[config.mk]
export PLATFORM = sky130hd
export DESIGN_NAME = sad_depuncture_top
export DESIGN_NICKNAME = d
export VERILOG_FILES = /design/src/rtl/sad_pkg.sv /design/src/rtl/sad_sym_fifo.sv /design/src/rtl/sad_pattern_seq.sv /design/src/rtl/sad_pair_builder.sv /design/src/rtl/sad_depuncture_top.sv
export SDC_FILE = /design/constraint.sdc
export NUM_CORES = 1
export LEC_CHECK = 0
export ABC_AREA = 0
export BUFFER_PORTS_ARGS = -buffer_cell sky130_fd_sc_hd__buf_2
export CAP_MARGIN = 20
export CORE_AREA = 2 2 80 82
export CTS_CLUSTER_SIZE = 40
export DETAILED_ROUTE_END_ITERATION = 12
export DIE_AREA = 0 0 82 84
export PLACE_DENSITY_LB_ADDON = 0.08
export SYNTH_ARGS = -nofsm -noshare
export SYNTH_HDL_FRONTEND = slang
export SYNTH_SLANG_ARGS = --single-unit
[constraint.sdc]
create_clock -name clk -period 7.75 [get_ports clk]
set_input_delay 2.325 -clock clk [delete_from_list [all_inputs] [get_ports clk]]
set_output_delay 2.325 -clock clk [all_outputs]
set_load 0.005 [all_outputs]
[src/rtl/sad_pkg.sv]
package sad_pkg;

  localparam int SYM_W = 3;
  localparam int POS_W = 3;
  localparam int PAT_W = 7;

  typedef enum logic [1:0] {
    MODE_HALF,
    MODE_R23,
    MODE_R34,
    MODE_R78
  } mode_e;

  typedef struct packed {
    logic [SYM_W-1:0] val;
    logic             era;
    logic             is_g2;
  } sym_t;

  function automatic mode_e decode_rate(input logic [2:0] code);
    case (code)
      3'b001:  return MODE_R23;
      3'b100:  return MODE_R34;
      3'b010:  return MODE_R78;
      default: return MODE_HALF;
    endcase
  endfunction

  function automatic logic [POS_W-1:0] period_of(input mode_e m);
    case (m)
      MODE_R23: return POS_W'(2);
      MODE_R34: return POS_W'(3);
      MODE_R78: return POS_W'(7);
      default:  return POS_W'(1);
    endcase
  endfunction

  // Keep masks, left aligned: position 0 is the MSB.
  function automatic logic [PAT_W-1:0] keep_mask(input mode_e m, input logic second);
    case (m)
      MODE_R23: return second ? 7'b1100000 : 7'b1000000;
      MODE_R34: return second ? 7'b1100000 : 7'b1010000;
      MODE_R78: return second ? 7'b1111010 : 7'b1000101;
      default:  return 7'b1000000;
    endcase
  endfunction

  function automatic logic keep_at(input mode_e m, input logic [POS_W-1:0] pos,
                                   input logic second);
    logic [PAT_W-1:0] sh;
    sh = keep_mask(m, second) << pos;
    return sh[PAT_W-1];
  endfunction

endpackage

[src/rtl/sad_sym_fifo.sv]
module sad_sym_fifo
  import sad_pkg::*;
#(
  parameter int DEPTH = 4
) (
  input  logic                         clk,
  input  logic                         rst,
  input  logic [1:0]                   push_n,
  input  sym_t                         push0,
  input  sym_t                         push1,
  input  logic [1:0]                   pop_n,
  output sym_t                         head0,
  output sym_t                         head1,
  output logic [$clog2(DEPTH+1)-1:0]   count
);

  localparam int PTR_W = $clog2(DEPTH);
  localparam int CNT_W = $clog2(DEPTH+1);

  sym_t             mem [DEPTH];
  logic [PTR_W-1:0] wr_ptr;
  logic [PTR_W-1:0] rd_ptr;

  always_ff @(posedge clk) begin
    if (rst) begin
      wr_ptr <= '0;
      rd_ptr <= '0;
      count  <= '0;
    end else begin
      for (int l = 0; l < 2; l++) begin
        if (int'(push_n) > l)
          mem[wr_ptr + PTR_W'(l)] <= (l == 0) ? push0 : push1;
      end
      wr_ptr <= wr_ptr + PTR_W'(push_n);
      rd_ptr <= rd_ptr + PTR_W'(pop_n);
      count  <= count + CNT_W'(push_n) - CNT_W'(pop_n);
    end
  end

  assign head0 = mem[rd_ptr];
  assign head1 = mem[rd_ptr + PTR_W'(1)];


  fifo_overflow_chk: assert property (@(posedge clk) disable iff (rst)
    (int'(count) + int'(push_n)) <= (DEPTH + int'(pop_n)));


  fifo_underflow_chk: assert property (@(posedge clk) disable iff (rst)
    int'(pop_n) <= int'(count));

endmodule

[src/rtl/sad_pattern_seq.sv]
module sad_pattern_seq
  import sad_pkg::*;
(
  input  logic  clk,
  input  logic  rst,
  input  mode_e mode,
  input  logic  step,
  output logic  keep1,
  output logic  keep2
);

  logic [POS_W-1:0] pos;
  logic [POS_W-1:0] last;

  assign last = period_of(mode) - POS_W'(1);

  always_ff @(posedge clk) begin
    if (rst)
      pos <= '0;
    else if (step)
      pos <= (pos == last) ? '0 : pos + POS_W'(1);
  end

  assign keep1 = keep_at(mode, pos, 1'b0);
  assign keep2 = keep_at(mode, pos, 1'b1);


  pos_wrap_chk: assert property (@(posedge clk) disable iff (rst)
    pos < period_of(mode));


  pos_nonempty_chk: assert property (@(posedge clk) disable iff (rst)
    keep1 || keep2);

endmodule

[src/rtl/sad_pair_builder.sv]
module sad_pair_builder
  import sad_pkg::*;
#(
  parameter int DEPTH = 4
) (
  input  logic                        clk,
  input  logic                        rst,
  input  mode_e                       mode,
  input  logic                        parl,
  input  sym_t                        head0,
  input  sym_t                        head1,
  input  logic [$clog2(DEPTH+1)-1:0]  count,
  input  logic                        keep1,
  input  logic                        keep2,
  output logic [1:0]                  pop_n,
  output logic                        step,
  output logic                        out_valid,
  input  logic                        out_ready,
  output logic [SYM_W-1:0]            out_g1,
  output logic [SYM_W-1:0]            out_g2,
  output logic                        out_era1,
  output logic                        out_era2
);

  localparam int CNT_W = $clog2(DEPTH+1);
  localparam sym_t ERASED = '{val: '0, era: 1'b1, is_g2: 1'b0};

  logic       can_load;
  logic       fire;
  logic       tag_path;
  logic [1:0] need;
  sym_t       s1;
  sym_t       s2;

  assign can_load = !out_valid || out_ready;
  assign tag_path = (mode == MODE_HALF) && !parl;
  assign need     = {1'b0, keep1} + {1'b0, keep2};

  always_comb begin
    fire  = 1'b0;
    pop_n = 2'd0;
    step  = 1'b0;
    s1    = ERASED;
    s2    = ERASED;
    if (tag_path) begin
      if (count >= CNT_W'(1) && head0.is_g2) begin
        if (can_load) begin
          fire  = 1'b1;
          pop_n = 2'd1;
          s2    = head0;
        end
      end else if (count >= CNT_W'(2)) begin
        if (head1.is_g2) begin
          if (can_load) begin
            fire  = 1'b1;
            pop_n = 2'd2;
            s1    = head0;
            s2    = head1;
          end
        end else begin
          pop_n = 2'd1;
        end
      end
    end else begin
      if (can_load && count >= CNT_W'(need)) begin
        fire  = 1'b1;
        step  = 1'b1;
        pop_n = need;
        if (keep1) s1 = head0;
        if (keep2) s2 = keep1 ? head1 : head0;
      end
    end
  end

  always_ff @(posedge clk) begin
    if (rst) begin
      out_valid <= 1'b0;
      out_g1    <= '0;
      out_g2    <= '0;
      out_era1  <= 1'b0;
      out_era2  <= 1'b0;
    end else if (fire) begin
      out_valid <= 1'b1;
      out_g1    <= s1.era ? '0 : s1.val;
      out_g2    <= s2.era ? '0 : s2.val;
      out_era1  <= s1.era;
      out_era2  <= s2.era;
    end else if (out_ready) begin
      out_valid <= 1'b0;
    end
  end


  out_hold_chk: assert property (@(posedge clk) disable iff (rst)
    out_valid && !out_ready |=> out_valid && $stable(out_g1) && $stable(out_g2)
                                && $stable(out_era1) && $stable(out_era2));


  era1_zero_chk: assert property (@(posedge clk) disable iff (rst)
    out_valid && out_era1 |-> out_g1 == '0);


  era2_zero_chk: assert property (@(posedge clk) disable iff (rst)
    out_valid && out_era2 |-> out_g2 == '0);


  not_both_erased_chk: assert property (@(posedge clk) disable iff (rst)
    out_valid && mode != MODE_HALF |-> !(out_era1 && out_era2));

endmodule

[src/rtl/sad_depuncture_top.sv]
module sad_depuncture_top
  import sad_pkg::*;
#(
  parameter int DEPTH = 4
) (
  input  logic             clk,
  input  logic             rst,
  input  logic [2:0]       rate_sel,
  input  logic             parl,
  input  logic             in_valid,
  output logic             in_ready,
  input  logic [SYM_W-1:0] in_g1,
  input  logic [SYM_W-1:0] in_g2,
  input  logic             in_ldg2,
  input  logic             in_punc1,
  input  logic             in_punc2,
  output logic             out_valid,
  input  logic             out_ready,
  output logic [SYM_W-1:0] out_g1,
  output logic [SYM_W-1:0] out_g2,
  output logic             out_era1,
  output logic             out_era2
);

  localparam int CNT_W = $clog2(DEPTH+1);

  mode_e            mode;
  logic             ext_ok;
  logic             accept;
  logic [CNT_W-1:0] count;
  logic [CNT_W-1:0] free;
  logic [1:0]       push_n;
  logic [1:0]       pop_n;
  sym_t             push0;
  sym_t             push1;
  sym_t             head0;
  sym_t             head1;
  logic             keep1;
  logic             keep2;
  logic             step;

  assign mode     = decode_rate(rate_sel);
  assign ext_ok   = (mode == MODE_HALF);
  assign free     = CNT_W'(DEPTH) - count;
  assign in_ready = parl ? (free >= CNT_W'(2)) : (free >= CNT_W'(1));
  assign accept   = in_valid && in_ready;
  assign push_n   = !accept ? 2'd0 : (parl ? 2'd2 : 2'd1);

  always_comb begin
    push0.val   = in_g1;
    push0.era   = (parl ? in_punc1 : (in_ldg2 ? in_punc2 : in_punc1)) && ext_ok;
    push0.is_g2 = parl ? 1'b0 : in_ldg2;
    push1.val   = in_g2;
    push1.era   = in_punc2 && ext_ok;
    push1.is_g2 = 1'b1;
  end

  sad_sym_fifo #(.DEPTH(DEPTH)) fifo_i (
    .clk    (clk),
    .rst    (rst),
    .push_n (push_n),
    .push0  (push0),
    .push1  (push1),
    .pop_n  (pop_n),
    .head0  (head0),
    .head1  (head1),
    .count  (count)
  );

  sad_pattern_seq pat_i (
    .clk   (clk),
    .rst   (rst),
    .mode  (mode),
    .step  (step),
    .keep1 (keep1),
    .keep2 (keep2)
  );

  sad_pair_builder #(.DEPTH(DEPTH)) pair_i (
    .clk       (clk),
    .rst       (rst),
    .mode      (mode),
    .parl      (parl),
    .head0     (head0),
    .head1     (head1),
    .count     (count),
    .keep1     (keep1),
    .keep2     (keep2),
    .pop_n     (pop_n),
    .step      (step),
    .out_valid (out_valid),
    .out_ready (out_ready),
    .out_g1    (out_g1),
    .out_g2    (out_g2),
    .out_era1  (out_era1),
    .out_era2  (out_era2)
  );


  ext_flag_ignored_chk: assert property (@(posedge clk) disable iff (rst)
    accept && !ext_ok |-> !push0.era && !push1.era);

endmodule

==> summary.md <==
| Metric | Value |
|---|---|
| Netlist Area Pre-Place | 0.00267 sq mm |
| Worst Path Max Fanout | 10 |
| Largest net degree at the start of global routing | 27 |
| Synthesized area per cell | 10.2 sq um |
| Seq cells post-synth | 39 |
| Final hold vios | 0 |
| Status | finished clean |
| Post-route cell area | 0.00292 sq mm |
| Clock Sinks | 39 |
| Core area | 0.00610 sq mm |
| Die Height | 84 microns |
| Fin crit share | 75.5% |
| Setup CP Type | input pin to flip-flop |
| Seq/Total Area, Yosys | 35.3% |
| Share of layout cells above drive strength 1 | 20.6% |
| Area share of the largest cell type after synthesis | 18.0% |
| Routed Antenna Nets | 0 |
| CP required | 7.93 ns |
| Setup TNS | 0 ns |
| Final Wtd Congestion | 0.743 |
| Vias/cell | 5.69 |
| Net count, final | 311 |
| Post-synth top cells | 30 x nor2_1, 23 x dfxtp_1, 16 x edfxtp_1, 15 x inv_1, 12 x ha_1 |
| Placed Area | 0.00283 sq mm |
| R2R Path Start | pat_i.pos[2]$_SDFFE_PP0P_ |
| Area growth syn-to-layout | 9.53% |
| CTS tree | done |
| DRC | 0 |
| Area contributors post-synth | edfxtp_1 18%, dfxtp_1 17%, mux4_2 8.4% |
| Pwr dens | 366 mW/mm^2 |
| Pins Over Slew Limit | 0 |
| Yosys warns | 0 |
| Slew headroom | 43.4% |
| Mapped Nets | 293 |
| Final setup fails | 0 |
| Diode count | 0 |
| Post-CTS Hold Fix Bufs | 0 |
| Clk root buf | clkbuf_8 |
| Worst Max-Slew Pin Slew | 0.847 ns |
| # rows | 29 |
| Worst hold start | pair_i.out_g2[0]$_SDFFE_PP0P_ |
| Grt ovf | 0 |
| DR iter-0 viols | 88 |
| I/O pin count | 27 |
| Initial antenna violation count | 0 |
| Number of flops mapped to enable cells by yosys | 16 |
| Hold crit path type | flip-flop to flip-flop |
| Setup crit start | rate_sel[1] |
| VDD IR max | 0.000125 V |
| Wire length per cell | 15.5 microns |
| H-tree Lvls | 2 |
| Power Total | 1.07 mW |
| Initial cell density of the core | 43.7% |
| Cts bufs inserted | 5 |
| Post-DP HPWL | 4.26 mm |
| Final min period | 5.85 ns |
| Max Cap Viol | 0 |
| Worst Setup Start Kind | input pin |
| RSZ-0062 raised after global routing | false |
| Largest area contributor in the netlist | edfxtp_1 |
| First drt pass iteration count | 4 |
| CP arrival | 6.03 ns |
| Leakage | 1.11 nW |
| Critical path capture point type | flip-flop |
| Clock latency on the worst-skew pair | 0.30 ns |
| Clk pin slew, worst setup/hold paths | 0.09 ns |
| GRT Overall Usage | 17.3% |
| First-pass GRT wire length | 9.25 mm |
| Post-Synthesis Cells | 262 |
| Die W | 82 microns |
| Post-Route Skew | 0.00738 ns |
| Yosys cell types | 64 |
| Primary FF master, synth | dfxtp_1 |
| Most common cell in the netlist | nor2_1 |
| Async SR Flop Fraction | 0% |
| Final Routed Wirelength | 5.54 mm |
| Detailed-route via count | 2037 |
| PortBufs | 26 |
| Total die area | 0.00689 sq mm |
| Maximum clock rate | 171 MHz |
| Number of global-route vias before repair | 1842 |
| Post-cts sizing count | 0 |
| Clock tree buffer depth | 2 |
| Postcts setup bufs | 0 |
-- critical path: stages --
cell and delay (ns):
buf_2 0.18, or4bb_1 0.51, a31o_4 0.25, nand2_1 0.08, ha_1 0.25, ha_1 0.27
nand2b_1 0.13, a211oi_1 0.22, buf_4 0.18, nor3_1 0.10, a22o_1 0.30, ha_1 0.28
inv_1 0.04, ha_1 0.18, fa_1 0.38, xnor2_1 0.17, xnor2_1 0.13, nor2_1 0.05
-- where the power goes --
group	switching (mW)	total (mW)	leakage [nW]	internal, mW
clock network	0.0802	0.145	0.0408	0.0644
logic	0.300	0.587	0.739	0.286
registers	0.0630	0.336	0.328	0.273
-- logic make-up after synthesis --
family                     share of synthesized area (%)
and+or+nand+nor                                     18.0
buffers and inverters                               5.40
xor gates and xnor gates                            3.29
AOI/OAI and AO/OA                                   19.2
DFF                                                 35.3
adders and majority gates                           7.51
muxes                                               11.3
-- routing by layer --
layer	global-route usage, %	vias up	part of all wire, %
li1	-	1025	-
met3	3.90	6	3.6
met1	24.7	970	50
met2	26.3	36	45
met5	0	-	0
met4	4.55	0	1.1
-- layout by cell type, fill, tap and decap left out, types with 5 or more instances in the layout --
cell type  count
a22o_1         7
xnor2_1        7
nor2_1        30
a21oi_1       11
buf_2         26
dfxtp_1       23
mux4_2        10
clkbuf_8       5
a32oi_1        6
ha_1          12
edfxtp_1      16
nor2b_1        8
nand2_1        8
inv_1         15
-- layout make-up --
| class | count | area [sq um] |
|---|---|---|
| Clock buffer | 5 | 68.8 |
| Clock inverter | 3 | 23.8 |
| Fill cell | 612 | 3180 |
| Inverter | 17 | 63.8 |
| Multi-Input combinational cell | 189 | 1580 |
| Sequential cell | 39 | 941 |
| Tap cell | 77 | 96.3 |
| Timing Repair Buffer | 28 | 145 |
-- through the flow --
stage | setup slack, ns | hold WS (ns) | instances | utilization (%)
global route | 1.66 | 0.506 | 358 | 47.9
global placement | 1.64 | 0.448 | 350 | 46.4
floorplan | 1.45 | 0.451 | 262 | -
detailed placement | 1.56 | 0.444 | 350 | 46.4
finish | 1.90 | 0.460 | 358 | 47.9
CTS | 1.88 | 0.462 | 358 | 47.9
-- final timing paths --
path	end	slack [ns]	cells past startpoint
min reg2reg	pair_i.out_g2[0]$_SDFFE_PP0P_	0.46	2
min	pair_i.out_g2[0]$_SDFFE_PP0P_	0.46	2
max reg2reg	fifo_i.count[2]$_SDFF_PP0_	3.65	17
max	fifo_i.count[2]$_SDFF_PP0_	1.90	18
-- state kept, by name, indices dropped and copies added (netlist names) --
name              cells
fifo_i.count          3
fifo_i.mem           20
fifo_i.rd_ptr         2
fifo_i.wr_ptr         2
pair_i.out_era1       1
pair_i.out_era2       1
pair_i.out_g1         3
pair_i.out_g2         3
pair_i.out_valid      1
pat_i.pos             3
Note: power is estimated with default switching activity, not from simulation.
